===== config.mk =====
export PLATFORM = sky130hd
export DESIGN_NAME = svc_entry_seq
export DESIGN_NICKNAME = d
export VERILOG_FILES = /design/src/rtl/svc_seq_pkg.sv /design/src/rtl/svc_irq_gate.sv /design/src/rtl/svc_entry_psr.sv /design/src/rtl/svc_stack_sel.sv /design/src/rtl/svc_entry_seq.sv
export SDC_FILE = /design/constraint.sdc
export NUM_CORES = 1
export LEC_CHECK = 0
export BUFFER_PORTS_ARGS = -buffer_cell sky130_fd_sc_hd__buf_2
export CELL_PAD_IN_SITES_DETAIL_PLACEMENT = 0
export CELL_PAD_IN_SITES_GLOBAL_PLACEMENT = 1
export CORE_ASPECT_RATIO = 1.2
export CORE_MARGIN = 4
export CORE_UTILIZATION = 35
export CTS_BUF_LIST = sky130_fd_sc_hd__clkbuf_4 sky130_fd_sc_hd__clkbuf_8 sky130_fd_sc_hd__clkbuf_16
export CTS_CLUSTER_SIZE = 25
export DETAILED_ROUTE_END_ITERATION = 7
export PLACE_DENSITY_LB_ADDON = 0.1
export SYNTH_ARGS = -nofsm -noshare
export SYNTH_HDL_FRONTEND = slang
export SYNTH_SLANG_ARGS = --single-unit

===== constraint.sdc =====
create_clock -name clk -period 3 [get_ports clk]
set_clock_uncertainty 0.2 [all_clocks]
set_input_delay 0.3 -clock clk [delete_from_list [all_inputs] [get_ports clk]]
set_output_delay 0.3 -clock clk [all_outputs]
set_load 0.05 [all_outputs]

===== src/rtl/svc_seq_pkg.sv =====
package svc_seq_pkg;
    localparam int XLEN        = 16;
    localparam int PRIO_W      = 3;
    localparam int VEC_W       = 8;
    localparam int CC_W        = 3;
    localparam int MODE_BIT    = 15;
    localparam int PRIO_LSB    = 8;
    localparam int N_STATES    = 8;

    typedef enum logic [N_STATES-1:0] {
        ST_IDLE  = 8'b0000_0001,
        ST_IPC   = 8'b0000_0010,
        ST_IPSR  = 8'b0000_0100,
        ST_IVEC  = 8'b0000_1000,
        ST_TVEC  = 8'b0001_0000,
        ST_RPSR  = 8'b0010_0000,
        ST_RPC   = 8'b0100_0000,
        ST_RET   = 8'b1000_0000
    } seq_state_e;

    typedef struct packed {
        seq_state_e              state;
        logic [XLEN-1:0]         sp;
        logic [XLEN-1:0]         pc;
        logic [XLEN-1:0]         psr;
        logic [XLEN-1:0]         usp;
        logic [XLEN-1:0]         ssp;
        logic [VEC_W-1:0]        vec;
        logic [PRIO_W-1:0]       prio;
    } seq_regs_t;
endpackage


===== src/rtl/svc_irq_gate.sv =====
module svc_irq_gate #(
    parameter int PW = 3
) (
    input  logic          req,
    input  logic          en,
    input  logic          done,
    input  logic [PW-1:0] dev_prio,
    input  logic [PW-1:0] run_prio,
    output logic          take
);
    always_comb begin
        take = req && en && done && (dev_prio > run_prio);
    end
endmodule


===== src/rtl/svc_entry_psr.sv =====
module svc_entry_psr
    import svc_seq_pkg::*;
(
    input  logic [XLEN-1:0]   old_psr,
    input  logic [PRIO_W-1:0] dev_prio,
    output logic [XLEN-1:0]   new_psr
);
    always_comb begin
        new_psr                          = old_psr;
        new_psr[MODE_BIT]                = 1'b0;
        new_psr[PRIO_LSB +: PRIO_W]      = dev_prio;
        new_psr[CC_W-1:0]                = '0;
    end
endmodule


===== src/rtl/svc_stack_sel.sv =====
module svc_stack_sel
    import svc_seq_pkg::*;
(
    input  logic            ent_user,
    input  logic [XLEN-1:0] ent_r6,
    input  logic [XLEN-1:0] ssp_q,
    input  logic [XLEN-1:0] usp_q,
    output logic [XLEN-1:0] ent_sp,
    output logic [XLEN-1:0] ent_usp,
    input  logic            ext_user,
    input  logic [XLEN-1:0] ext_sp,
    output logic [XLEN-1:0] ext_r6,
    output logic [XLEN-1:0] ext_ssp
);
    always_comb begin
        if (ent_user) begin
            ent_sp  = ssp_q;
            ent_usp = ent_r6;
        end else begin
            ent_sp  = ent_r6;
            ent_usp = usp_q;
        end
        if (ext_user) begin
            ext_r6  = usp_q;
            ext_ssp = ext_sp;
        end else begin
            ext_r6  = ext_sp;
            ext_ssp = ssp_q;
        end
    end
endmodule


===== src/rtl/svc_entry_seq.sv =====
module svc_entry_seq
    import svc_seq_pkg::*;
#(
    parameter logic [15:0] SSP_INIT  = 16'h3000,
    parameter logic [15:0] INT_BASE  = 16'h0100,
    parameter logic [15:0] TRAP_BASE = 16'h0000
) (
    input  logic              clk,
    input  logic              rst_n,
    input  logic              irq_req,
    input  logic              irq_en,
    input  logic [2:0]        irq_prio,
    input  logic [7:0]        irq_vec,
    input  logic              instr_done,
    input  logic              trap_req,
    input  logic [7:0]        trap_num,
    input  logic              rti_req,
    input  logic              ret_req,
    input  logic [15:0]       cur_pc,
    input  logic [15:0]       cur_psr,
    input  logic [15:0]       cur_r6,
    input  logic [15:0]       cur_r7,
    output logic              busy,
    output logic              mem_req,
    output logic              mem_we,
    output logic [15:0]       mem_addr,
    output logic [15:0]       mem_wdata,
    input  logic [15:0]       mem_rdata,
    output logic              pc_we,
    output logic [15:0]       pc_wdata,
    output logic              psr_we,
    output logic [15:0]       psr_wdata,
    output logic              r6_we,
    output logic [15:0]       r6_wdata,
    output logic              r7_we,
    output logic [15:0]       r7_wdata,
    output logic [15:0]       usp_saved,
    output logic [15:0]       ssp_saved
);
    localparam logic [XLEN-1:0] ONE = XLEN'(1);

    seq_regs_t r_q, r_d;

    logic            irq_take;
    logic [XLEN-1:0] ent_sp, ent_usp, ext_r6, ext_ssp, ext_sp;
    logic [XLEN-1:0] entry_psr;

    svc_irq_gate #(.PW(PRIO_W)) gate_i (
        .req      (irq_req),
        .en       (irq_en),
        .done     (instr_done),
        .dev_prio (irq_prio),
        .run_prio (cur_psr[PRIO_LSB +: PRIO_W]),
        .take     (irq_take)
    );

    svc_entry_psr psr_i (
        .old_psr  (r_q.psr),
        .dev_prio (r_q.prio),
        .new_psr  (entry_psr)
    );

    assign ext_sp = r_q.sp + ONE;

    svc_stack_sel stk_i (
        .ent_user (cur_psr[MODE_BIT]),
        .ent_r6   (cur_r6),
        .ssp_q    (r_q.ssp),
        .usp_q    (r_q.usp),
        .ent_sp   (ent_sp),
        .ent_usp  (ent_usp),
        .ext_user (r_q.psr[MODE_BIT]),
        .ext_sp   (ext_sp),
        .ext_r6   (ext_r6),
        .ext_ssp  (ext_ssp)
    );

    always_comb begin
        r_d       = r_q;
        mem_req   = 1'b0;
        mem_we    = 1'b0;
        mem_addr  = '0;
        mem_wdata = '0;
        pc_we     = 1'b0;
        pc_wdata  = '0;
        psr_we    = 1'b0;
        psr_wdata = '0;
        r6_we     = 1'b0;
        r6_wdata  = '0;
        r7_we     = 1'b0;
        r7_wdata  = '0;
        unique case (r_q.state)
            ST_IDLE: begin
                if (irq_take) begin
                    r_d.pc    = cur_pc;
                    r_d.psr   = cur_psr;
                    r_d.sp    = ent_sp;
                    r_d.usp   = ent_usp;
                    r_d.vec   = irq_vec;
                    r_d.prio  = irq_prio;
                    r_d.state = ST_IPC;
                end else if (rti_req) begin
                    r_d.sp    = cur_r6;
                    r_d.state = ST_RPSR;
                end else if (trap_req) begin
                    r_d.pc    = cur_pc;
                    r_d.vec   = trap_num;
                    r_d.state = ST_TVEC;
                end else if (ret_req) begin
                    r_d.state = ST_RET;
                end
            end
            ST_IPC: begin
                mem_req   = 1'b1;
                mem_we    = 1'b1;
                mem_addr  = r_q.sp - ONE;
                mem_wdata = r_q.pc;
                r_d.sp    = r_q.sp - ONE;
                r_d.state = ST_IPSR;
            end
            ST_IPSR: begin
                mem_req   = 1'b1;
                mem_we    = 1'b1;
                mem_addr  = r_q.sp - ONE;
                mem_wdata = r_q.psr;
                r_d.sp    = r_q.sp - ONE;
                r_d.state = ST_IVEC;
            end
            ST_IVEC: begin
                mem_req   = 1'b1;
                mem_addr  = INT_BASE + XLEN'(r_q.vec);
                pc_we     = 1'b1;
                pc_wdata  = mem_rdata;
                psr_we    = 1'b1;
                psr_wdata = entry_psr;
                r6_we     = 1'b1;
                r6_wdata  = r_q.sp;
                r_d.state = ST_IDLE;
            end
            ST_TVEC: begin
                mem_req   = 1'b1;
                mem_addr  = TRAP_BASE + XLEN'(r_q.vec);
                pc_we     = 1'b1;
                pc_wdata  = mem_rdata;
                r7_we     = 1'b1;
                r7_wdata  = r_q.pc;
                r_d.state = ST_IDLE;
            end
            ST_RPSR: begin
                mem_req   = 1'b1;
                mem_addr  = r_q.sp;
                r_d.psr   = mem_rdata;
                r_d.sp    = r_q.sp + ONE;
                r_d.state = ST_RPC;
            end
            ST_RPC: begin
                mem_req   = 1'b1;
                mem_addr  = r_q.sp;
                pc_we     = 1'b1;
                pc_wdata  = mem_rdata;
                psr_we    = 1'b1;
                psr_wdata = r_q.psr;
                r6_we     = 1'b1;
                r6_wdata  = ext_r6;
                r_d.ssp   = ext_ssp;
                r_d.sp    = ext_sp;
                r_d.state = ST_IDLE;
            end
            ST_RET: begin
                pc_we     = 1'b1;
                pc_wdata  = cur_r7;
                r_d.state = ST_IDLE;
            end
            default: r_d.state = ST_IDLE;
        endcase
    end

    always_ff @(posedge clk) begin
        if (!rst_n) begin
            r_q.state <= ST_IDLE;
            r_q.sp    <= '0;
            r_q.pc    <= '0;
            r_q.psr   <= '0;
            r_q.usp   <= '0;
            r_q.ssp   <= SSP_INIT;
            r_q.vec   <= '0;
            r_q.prio  <= '0;
        end else begin
            r_q <= r_d;
        end
    end

    assign busy      = (r_q.state != ST_IDLE);
    assign usp_saved = r_q.usp;
    assign ssp_saved = r_q.ssp;

    // exactly one state flag set
    p_onehot_state_r9: assert property (@(posedge clk) disable iff (!rst_n)
        $countones(r_q.state) == 1);

    // memory only used while busy
    p_mem_in_seq_r9: assert property (@(posedge clk) disable iff (!rst_n)
        mem_req |-> busy);

    // entry only after a qualifying request
    p_accept_cond_r1: assert property (@(posedge clk) disable iff (!rst_n)
        (r_q.state == ST_IPC) |->
        $past(irq_req && irq_en && instr_done &&
              (irq_prio > cur_psr[PRIO_LSB +: PRIO_W])));

    // entry status word is privileged with clear condition codes
    p_entry_psr_r2: assert property (@(posedge clk) disable iff (!rst_n)
        (r_q.state == ST_IVEC) |-> (psr_we && !psr_wdata[MODE_BIT] && psr_wdata[CC_W-1:0] == '0));

    // second push lands one word below the first
    p_push_order_r4: assert property (@(posedge clk) disable iff (!rst_n)
        (r_q.state == ST_IPSR) |-> (mem_we && mem_addr == $past(mem_addr) - ONE));

    // vector fetch stays inside the interrupt table
    p_ivec_range_r5: assert property (@(posedge clk) disable iff (!rst_n)
        (r_q.state == ST_IVEC) |-> (mem_req && !mem_we && mem_addr >= INT_BASE &&
                                    mem_addr < INT_BASE + 16'd256));

    // trap links through R7 without touching memory by write
    p_trap_link_r7: assert property (@(posedge clk) disable iff (!rst_n)
        (r_q.state == ST_TVEC) |-> (r7_we && !mem_we && !r6_we && !psr_we));

    // idle means no side effects
    p_idle_quiet_r11: assert property (@(posedge clk) disable iff (!rst_n)
        !busy |-> (!mem_req && !pc_we && !psr_we && !r6_we && !r7_we));
endmodule


==> results of run 1 <==
[power by group through the flow]
stage / sequential (mW) / combinational, mW / clock, mW
final: 1.58 / 1.15 / 1.32
after floorplan: 1.49 / 0.751 / 0
after global routing: 1.59 / 1.26 / 1.39
after CTS: 1.57 / 1.14 / 1.34
after global placement: 1.59 / 1.09 / 0
after detailed placement: 1.59 / 1.09 / 0
[area by class of cell]
cell class | instances | area (µm²) | share of cell area [%]
clock buffers | 10 | 239.0 | 2.778
clock inverters | 6 | 87.58 | 1.018
inverters | 16 | 60.06 | 0.6982
multi-input cells | 643 | 3891 | 45.24
flip-flops and latches | 99 | 1988 | 23.11
well taps | 220 | 275.3 | 3.200
repair buffers | 336 | 2061 | 23.96
[synthesized netlist by cell type, types with 2 or more instances]
cell / number
o211ai_1: 12
nor3_1: 14
o31ai_1: 3
o22ai_1: 4
mux2i_1: 25
nand3_1: 31
a221o_1: 3
nor2_1: 82
dfxtp_1: 99
or3_1: 5
nor4_1: 9
o21ai_1: 3
a31oi_1: 9
xor2_1: 5
clkbuf_1: 55
a221oi_1: 3
buf_1: 8
and4b_1: 4
inv_1: 14
or2_2: 7
and3_1: 4
o211a_1: 3
xnor2_1: 11
buf_2: 6
nand4_1: 8
o221a_2: 6
o21ai_0: 48
nor3b_1: 2
mux2_2: 8
ha_1: 5
a311oi_1: 8
o21a_1: 2
nor3b_2: 2
a211oi_1: 32
o221ai_1: 2
nand2_1: 131
and2_1: 32
buf_4: 34
a22o_1: 41
and4_1: 2
a21oi_1: 65
[layer usage]
metal | wire length (µm) | up-vias | GRT usage [%] | part of all wire, %
met3 | 1951 | 31 | 6.355 | 7.4
met4 | 704 | 0 | 8.604 | 2.7
met5 | 0 | - | 0 | 0
met2 | 12970 | 289 | 43.97 | 49
li1 | - | 3545 | - | -
met1 | 10620 | 3409 | 29.02 | 40
[sequential cells by signal (all words and copies together), names as in the netlist]
name,cells
r_q,67
usp_saved,16
ssp_saved,16
[final timing paths]
kind / end / slack, ps
hold / removal: r_q[5] / 4
hold reg to reg: r_q[2] / 260
setup / recovery: mem_addr[15] / 30
setup reg to reg: r_q[75] / 450
[through the flow]
| stage | hold slack [ps] | util, % | setup TNS, ps |
|---|---|---|---|
| detailed placement | 246.4 | 44.21 | 0 |
| global placement | 242.4 | 44.21 | 0 |
| floorplan | 177.4 | - | 0 |
| CTS | 0.2013 | 48.25 | -9.213 |
| global route | 4.700 | 48.58 | -251.0 |
| finish | 4.431 | 48.58 | 0 |
[logic make-up (layout without fill, tap and decap cells)]
| kind of cell | after synthesis | after routing | share of synthesized area, % |
|---|---|---|---|
| compound gates | 251 | 251 | 26.46 |
| xor+xnor | 16 | 16 | 2.193 |
| fa+ha+maj | 5 | 5 | 0.9792 |
| buf+inv | 120 | 368 | 9.283 |
| flops | 99 | 99 | 31.02 |
| mux | 33 | 33 | 5.327 |
| simple gates | 338 | 338 | 24.74 |
[timing repair]
item | in CTS | in global routing
hold buffers | 37 | 0
gates resized for setup | 6 | 15
pin swaps | 0 | 1
setup buffers | 0 | 0
endpoints found under the setup margin | 12 | 22
endpoints found under the hold margin | 34 | 0
[worst max-delay path: stages (launching register included)]
cell     delay (ps)
dfxtp_1         400
nor4_2          370
nand3_1         200
or2_2           370
or3_1           380
nand2_1         120
buf_2           270
==> results by group, run 1 <==
Logic synthesis
  • Post-synthesis async set-or-reset flop share: 0%
  • Seq cells post-synth: between 90 and 100
  • Syn Area/Cell: around 7.4 µm²
  • Number of flops mapped to enable cells by yosys: 0
  • Netlist cell types: 56
  • Top cells by area, synth: dfxtp_1, nand2_1, a22o_1, a21oi_1, nor2_1
  • Seq/Total Area, Yosys: between 30% and 40%
  • Net Count, Synth: between 900 and 1000
  • Top_reg_cell synth: dfxtp_1
  • Yosys top cell area share: between 30% and 40%
  • Cells after Synth: between 800 and 900
  • Yosys warns: 0
  • Cell taking the most area after synthesis: dfxtp_1
  • Post-Syn Area: 6389 µm²

Route
  • 1st-iter DRT viols: approximately 430
  • Drt first pass iters: 5
  • Post-route ant nets: 0
  • Post-route DRC: 0
  • WL final: 26250 µm
  • Vias/cell: between 5 and 6
  • Via Count: 7274
  • DR WL/cell: around 20 µm

Pwr
  • Sequential share of power: 39.0%
  • Total power: 4.047 mW
  • Clock Power Share: between 30% and 40%
  • Leak: around 3.9 nW
  • Combinational share of power: roughly 28%
  • Worst VDD drop: between 0.0002 and 0.0003 V
  • P_int: 2.634 mW
  • Power Dens Cells: 470.5 nW/µm²
  • P_sw: about 1.4 mW
  • Switching share of power: approximately a third

Floorplanning
  • Row count: 53
  • # IOs: 242
  • CORE AREA: approximately 18000 µm²
  • Die Area: 20490 µm²
  • Chip height: 156 µm
  • Die Wd: ~130 µm
  • Initial Util: a little over a third

Clocking
  • Max clock buf depth: 2
  • CTS tree: yes
  • CTS root buffer: clkbuf_16
  • CTS clk-pin slew, worst paths: 70 ps
  • CTS sink count: 99
  • CTS H-tree depth: 3
  • TritonCTS buffer count: 9
  • Clk_lat worst skew: about 360 ps

STA
  • Fmax: about 0.34 GHz
  • Tcrit/Tclk final: a little under 100%
  • Slew Limit Fails: 0
  • Minimum clock period: ~3000 ps
  • Final setup vio count: 0
  • Slew HR: 47.81%
  • Final worst slack: ~28 ps
  • Final Hold Viols: 0
  • Slew @ Worst Pin: 777.6 ps

Final layout
  • Final layout net count: 1217
  • Inserted Diodes: 0
  • Finished Cell Area: approximately 8600 µm²
  • Most common cell after layout, fill and taps aside: buf_2
  • # fillers: 1806
  • Layout area overhead: 34.65%
  • Non-Filler Instances: 1330
  • Commonest cells after routing, fill and taps aside: buf_2, nand2_1, dfxtp_1
  • Layout cell share with drive strength beyond 1: between 30 and 40%

GRT
  • Vias in the first global route: between 7000 and 8000
  • Remaining Overflow, GRT: 0
  • Pin count of the biggest net entering global routing: 44
  • GRT Util Overall: about a quarter
  • First-pass GRT wire length: between 40000 and 50000 µm
  • Initial antenna violation count: 0

Setup path
  • Worst setup SP type: flop
  • RR Startpoint: r_q[97]
  • WP data required: 2500 ps
  • Worst setup EP type: output port
  • Setup crit start: r_q[97]
  • Worst-path fanout max: 6
  • Critical path type: flop to output port
  • Critical Path AT: around 2500 ps
  • Reg2Reg Depth: 7

Place
  • RD Place Congestion: about 0.93
  • I/O Buffers: between 200 and 250
  • Dpl hpwl: 20080 µm
  • Cell Area, Placed: about 7800 µm²
  • Worst slack, placed: 276.8 ps
  • DP Cell Count: between 1000 and 1500

Min path
  • Worst Hold Class: input port to flop
  • Hold depth: 3
  • Min-delay src: irq_vec[2]

Job
  • Number of max-cap violations: 0

Run status
  • Status: completed
(Power assumes the default switching activity.)
==> inputs of run 2 (changes only) <==
- SETUP_SLACK_MARGIN: not set -> 0.15
==> run 2 against run 1 <==
Power fell by 0.98%. Die area unchanged. Combinational power rose by 3%. Utilization up 0.25 points. Flip-flop and latch count did not move. Setup slack improved by 190 ps. Final cell count fell by 0.60%. Via count down 1.0%. Fmax up 6.7%. Worst hold slack got worse by 2.5 ps. Highest routed layer unchanged.
==> results by group, run 2 (synthesized netlist as in run 1, its figures left out) <==
Floorplanning
  • Initial Util: 36.08% (unchanged)
  • Die Wd: 131.3 µm (unchanged)
  • Die Area: 20490 µm² (unchanged)
  • # IOs: 242 (unchanged)
  • CORE AREA: 17710 µm² (unchanged)
  • Row count: 53 (unchanged)
  • Chip height: 156 µm (unchanged)

Route
  • 1st-iter DRT viols: 421 (-1.2%)
  • Vias/cell: 5.445 (-0.45%)
  • DR WL/cell: 19.61 µm (-0.63%)
  • Via Count: 7198 (-1.0%)
  • WL final: 25930 µm (-1.2%)
  • Post-route DRC: 0 (unchanged)
  • Drt first pass iters: 5 (unchanged)
  • Post-route ant nets: 0 (unchanged)

STA
  • Minimum clock period: 2786 ps (-185.6 ps)
  • Final setup vio count: 0 (unchanged)
  • RSZ-0062 raised after global routing: true
  • Final Hold Viols: 0 (unchanged)
  • Slew Limit Fails: 0 (unchanged)
  • Fmax: 0.3589 GHz (+6.7%)
  • Tcrit/Tclk final: 92.87% (-6.2 points)
  • Final worst slack: 213.8 ps (+185.6 ps)
  • Slew @ Worst Pin: 856.6 ps (+78.96 ps)
  • Total Negative Setup Slacks: 0 ps (unchanged)
  • WHS: 1.896 ps (-2.534 ps)
  • Slew HR: 42.51% (-5.3 points)

Clocking
  • Max clock buf depth: 2 (unchanged)
  • CTS clk-pin slew, worst paths: 80 ps (about the same)
  • Clk_lat worst skew: 360 ps (about the same)
  • CTS sink count: 99 (unchanged)
  • CTS H-tree depth: 3 (unchanged)
  • CTS tree: yes
  • TritonCTS buffer count: 9 (unchanged)
  • CTS root buffer: clkbuf_16

Setup path
  • Worst setup EP type: output port
  • Worst-path fanout max: 8 (+2)
  • Critical Path AT: 2290 ps (-180 ps)
  • WP data required: 2500 ps (about the same)
  • Worst setup SP type: flop
  • Critical path type: flop to output port

Run status
  • Status: completed

Pwr
  • Power Dens Cells: 463.5 nW/µm² (-1.5%)
  • Total power: 4.007 mW (-0.98%)
  • Clock Power Share: 30.6% (-1.9 points)
  • P_sw: 1.414 mW (+0.11%)
  • Sequential share of power: 39.7% (+0.7 points)
  • P_int: 2.593 mW (-1.6%)
  • Leak: 3.818 nW (-1.6%)
  • Combinational share of power: 29.6% (+1.1 points)
  • Worst VDD drop: 0.0002628 V (-12%)
  • Switching share of power: 35.29% (+0.38 points)

Final layout
  • Most common cell after layout, fill and taps aside: buf_2
  • Layout area overhead: 35.33%
  • Largest Register: r_q
  • Final layout net count: 1208 (-0.74%)
  • Commonest cells after routing, fill and taps aside: buf_2, nand2_1, dfxtp_1
  • Layout cell share with drive strength beyond 1: 34.33% (+1.9 points)
  • Max FFs per register: 67 (unchanged)

GRT
  • Pin count of the biggest net entering global routing: 43 (-2.3%)
  • Initial antenna violation count: 1 (+1)
  • Remaining Overflow, GRT: 0 (unchanged)
  • First-pass GRT wire length: 40120 µm (-0.48%)
  • Vias in the first global route: 7271 (+0.69%)
  • GRT Util Overall: 24.45% (-0.26 points)

Place
  • Worst slack, placed: 234.2 ps (-42.63 ps)
  • Dpl hpwl: 19780 µm (-1.5%)
  • I/O Buffers: 241 (unchanged)
  • RD Place Congestion: 0.8977 (-3.9%)

Job
  • Number of max-cap violations: 0 (unchanged)

Min path
  • Worst Hold Class: input port to flop
run 2: changes by cell type in the layout (fill, tap and decap cells not counted), moves of 3 or more:
cell / before / now
buf_2: 238 / 220
o21ai_1: 3 / 7
nor2_2: 1 / 4
nor4_4: 0 / 3
o21ai_0: 48 / 44
dfxtp_2: 2 / 5
buf_4: 55 / 65
buf_6: 1 / 5
dfxtp_1: 96 / 91
clkbuf_4: 2 / 8
nor2_1: 80 / 77
dlygate4sd3_1: 37 / 27
run 2: repair_timing:
item / CTS / global route
setup endpoints to repair: 37 / 54
hold buffers: 27 / 0
hold endpoints to repair: 25 / 0
resized for setup: 22 / 52
buffers inserted: 1 / 3
pin swaps: 1 / 4
run 2: final cells by class:
| class | instances | area, µm² |
|---|---|---|
| fillers | 1847 | 9060 |
| multi-input cells | 643 | 3970 |
| repair buffers | 327 | 2028 |
| flip-flops and latches | 99 | 1999 |
| well taps | 220 | 275.3 |
| clock buffers | 11 | 246.5 |
| inverters | 16 | 63.81 |
| clock inverters | 5 | 60.06 |
| diodes | 1 | 2.502 |
run 2: stage by stage:
| stage | cell area, µm² | util, % | cells |
|---|---|---|---|
| after global routing | 8646 | 48.83 | 1322 |
| after detailed placement | 7805 | 44.08 | 1274 |
| after floorplan | 6404 | - | 862 |
| after global placement | 7805 | 44.08 | 1274 |
| final | 8646 | 48.83 | 1322 |
| after CTS | 8449 | 47.72 | 1318 |
run 2: final timing paths:
kind | startpoint | endpoint | slack, ps | cells past startpoint
worst max register to register | r_q[94] | r_q[75] | 370 | 8
worst min register to register | r_q[1] | r_q[1] | 260 | 2
worst max-delay path | r_q[75] | mem_addr[8] | 210 | 9
worst min-delay path | irq_vec[7] | r_q[10] | 2 | 3
run 2: power groups by stage:
stage	sequential (mW)	combinational (mW)	clock [mW]
CTS	1.57	1.14	1.25
global placement	1.59	1.10	0
finish	1.59	1.19	1.23
floorplan	1.49	0.751	0
detailed placement	1.59	1.10	0
global route	1.61	1.30	1.31
run 2: critical path: stages, from the launching register on:
cell and delay [ps]:
dfxtp_4 390, inv_1 70, ha_2 210, nor3b_4 200, buf_4 160, nand2_1 120
nor2_2 150, o21ai_0 80, a211o_1 340, buf_4 200
run 2: per-layer routing:
metal / up-vias / part of all wire, % / global-route usage [%]
li1: 3531 / - / -
met1: 3363 / 40 / 28.14
met2: 279 / 51 / 45.18
met3: 25 / 7.2 / 5.710
met4: 0 / 1.6 / 7.454
met5: - / 0 / 0
==> inputs of run 3 (changes only) <==
- CORE_UTILIZATION: 35 -> 37
- SYNTH_HIERARCHICAL: not set -> 1
==> run 3 against run 2 <==
Fmax down 1.2%. Register-to-register slack improved by 60 ps. First-iteration DRC count is 7.1% higher. Clock-buffer cell count decreased by 2.
==> results by group, run 3 <==
Route
  • Vias/cell: 5.433 (-0.22%)
  • WL final: 29090 µm (+12%)
  • 1st-iter DRT viols: 451 (+7.1%)
  • Post-route DRC: 0 (unchanged)
  • DR WL/cell: 20.72 µm (+5.6%)
  • Drt first pass iters: 4 (-1)
  • Via Count: 7628 (+6.0%)
  • Post-route ant nets: 0 (unchanged)

STA
  • Tcrit/Tclk final: 93.96% (+1.1 points)
  • WHS: 12.89 ps (+10.99 ps)
  • Final setup vio count: 0 (unchanged)
  • Final Hold Viols: 0 (unchanged)
  • Fmax: 0.3547 GHz (-1.2%)
  • Slew @ Worst Pin: 931.4 ps (+74.80 ps)
  • RSZ-0062 raised after global routing: true
  • Slew Limit Fails: 0 (unchanged)
  • Minimum clock period: 2819 ps (+32.77 ps)
  • Slew HR: 37.53% (-5.0 points)

GRT
  • First-pass GRT wire length: 42970 µm (+7.1%)
  • GRT Util Overall: 24.80% (+0.35 points)
  • Vias in the first global route: 7464 (+2.7%)
  • Initial antenna violation count: 0 (-1)
  • Pin count of the biggest net entering global routing: 57 (+33%)
  • Remaining Overflow, GRT: 0 (unchanged)

Min path
  • Worst hold endpoint: r_q[98]
  • Hold depth: 3 (unchanged)
  • Min-delay src: ret_req
  • Worst Hold Class: input port to flop

Pwr
  • Switching share of power: 38.04% (+2.7 points)
  • Power Dens Cells: 438.5 nW/µm² (-5.4%)
  • P_int: 2.617 mW (+0.95%)
  • Worst VDD drop: 0.0003047 V (+16%)
  • Clock Power Share: 28.1% (-2.5 points)
  • Sequential share of power: 37.8% (-1.9 points)
  • Combinational share of power: 34.2% (+4.6 points)
  • Leak: 4.378 nW (+15%)
  • P_sw: 1.607 mW (+14%)

Clocking
  • CTS sink count: 99 (unchanged)
  • CTS clk-pin slew, worst paths: 80 ps (about the same)
  • CTS H-tree depth: 3 (unchanged)
  • CTS tree: yes
  • CTS root buffer: clkbuf_16
  • Clk_lat worst skew: 370 ps (about the same)
  • Max clock buf depth: 2 (unchanged)
  • TritonCTS buffer count: 9 (unchanged)

Logic synthesis
  • Synth top cells by count: nand2_1, dfxtp_1, a21oi_1, a22o_1
  • Cell taking the most area after synthesis: dfxtp_1
  • Yosys warns: 6 (+6)
  • Yosys top cell area share: 26.55% (-4.5 points)
  • Post-synthesis async set-or-reset flop share: 0% (unchanged)
  • Top_reg_cell synth: dfxtp_1
  • Syn Area/Cell: 8.089 µm² (+9.1%)
  • Most numerous cell in the Yosys netlist: nand2_1
  • Post-Syn Area: 7466 µm² (+17%)
  • Seq/Total Area, Yosys: 26.55% (-4.5 points)
  • Top cells by area, synth: dfxtp_1, mux2_4, a22o_1, nand2_1, a21oi_1
  • Netlist cell types: 63 (+13%)
  • Seq cells post-synth: 99 (unchanged)
  • Cells after Synth: 923 (+7.1%)
  • Number of flops mapped to enable cells by yosys: 0 (unchanged)

Setup path
  • Worst setup SP type: flop
  • Reg2Reg Depth: 6 (-2)
  • Slowest stage delay, CP: 450 ps (+60 ps)
  • Crit-path cells: or3_4 -> nor4b_4 -> buf_4 -> buf_4 -> a22o_1 -> buf_2
  • Buf/Inv on CP: 3 (unchanged)
  • Worst-path fanout max: 13 (+5)
  • Critical path's slowest cell: or3_4
  • R2r endpoint: r_q[78]
  • Worst setup EP type: output port
  • Critical Path AT: 2320 ps (+30 ps)
  • Family with the most delay on the worst path: simple AND/OR/NAND/NOR gates
  • RR Startpoint: r_q[96]
  • Top cell by count, worst path: buf_4
  • Setup crit start: r_q[98]
  • WP data required: 2500 ps (about the same)
  • R2r setup slk: 430 ps (+60 ps)
  • Critical path type: flop to output port

Floorplanning
  • Row count: 56 (+5.7%)
  • # IOs: 242 (unchanged)
  • Die Wd: 137.7 µm (+4.8%)
  • Chip height: 163.6 µm (+4.9%)
  • Die Area: 22530 µm² (+9.9%)
  • CORE AREA: 19690 µm² (+11%)
  • Initial Util: 37.92% (+1.8 points)

Final layout
  • Multi-input logic area: 4851 µm² (+22%)
  • Most common cell after layout, fill and taps aside: buf_2
  • Final layout net count: 1250 (+3.5%)
  • Inserted Diodes: 0 (-1)
  • # fillers: 2047 (+11%)
  • Flip-flop and latch area: 2021 µm² (+1.1%)
  • Layout cell share with drive strength beyond 1: 40.24% (+5.9 points)
  • Max FFs per register: 67 (unchanged)
  • Non-Filler Instances: 1404 (+6.2%)
  • Final core occ: 48.93% (+0.10 points)
  • Largest Register: r_q
  • Commonest cells after routing, fill and taps aside: buf_2, nand2_1, a21oi_1
  • Layout area overhead: 29.04%

Place
  • Dpl hpwl: 21830 µm (+10%)
  • I/O Buffers: 241 (unchanged)
  • DP Cell Count: 1362 (+6.9%)
  • RD Place Congestion: 0.8726 (-2.8%)

Job
  • Number of max-cap violations: 0 (unchanged)

Run status
  • Status: completed
[run 3: changes by cell type after synthesis, sizes merged, moves of 19 or more]
cell	previous run	this run
nor2	82	61
buf	49	70
a22o	41	64
mux2	8	67
a21oi	65	93
and3	4	23
[run 3: how the worst max path moves through the flow]
stage | endpoint | slack [ps] | depth (start not counted)
floorplan | mem_addr[6] | -4 | 6
global placement | r6_wdata[14] | 290 | 8
detailed placement | r_q[83] | 210 | 11
CTS | r6_wdata[15] | 110 | 7
global route | r6_wdata[15] | 120 | 7
finish | psr_wdata[3] | 180 | 6
[run 3: cells by family after synthesis]
kind of cell	Yosys count	share of synthesized area, %
simple gates	301	18.92
compound gates	265	23.90
buf+inv	145	11.55
flops	99	26.55
mux	90	16.21
xor+xnor	17	1.994
fa+ha+maj	5	0.8379
other cells	1	0.05023
[run 3: timing repair]
| item | 4_1_cts | 5_1_grt |
|---|---|---|
| endpoints found under the hold margin | 17 | 0 |
| pin swaps | 5 | 3 |
| endpoints found under the setup margin | 33 | 55 |
| gates cloned | 0 | 1 |
| gates resized for setup | 35 | 53 |
| hold buffers | 16 | 0 |
| buffers inserted | 3 | 6 |
[run 3: layout make-up]
type,count,share of cell area (%)
flip-flops and latches,99,20.97
inverters,17,0.6623
clock buffers,9,2.338
multi-input cells,682,50.35
repair buffers,329,21.68
clock inverters,7,0.6104
well taps,261,3.390
[run 3: metrics by stage]
| stage | setup slack [ps] | power (mW) | instance area (µm²) | setup TNS, ps |
|---|---|---|---|---|
| after global placement | 288.9 | 2.946 | 8817 | 0 |
| after detailed placement | 214.3 | 2.944 | 8817 | 0 |
| after global routing | 122.6 | 4.417 | 9634 | 0 |
| final | 181.1 | 4.225 | 9634 | 0 |
| after CTS | 110.7 | 4.180 | 9393 | 0 |
| after floorplan | -3.745 | 2.454 | 7521 | -3.745 |
[run 3: worst register-to-register path: cells and delay by family (launching register included)]
kind	cells	cell delay [ps]
and+or+nand+nor	1	350
DFF	1	500
buffers and inverters	1	300
xor gates and xnor gates	1	130
AOI/OAI and AO/OA	3	1030
[run 3: layer usage]
layer	up-vias	global-route usage [%]	share of wire (%)
met4	0	12.11	4.4
met5	-	0	0
met1	3607	28.63	39
met3	59	3.050	5.8
li1	3694	-	-
met2	268	44.54	51
[run 3: power groups by stage]
stage	Combinational [mW]	Clock [mW]	Sequential, mW
floorplan	0.955	0	1.50
global placement	1.35	0	1.60
detailed placement	1.35	0	1.60
CTS	1.39	1.21	1.58
global route	1.54	1.26	1.61
finish	1.44	1.19	1.60
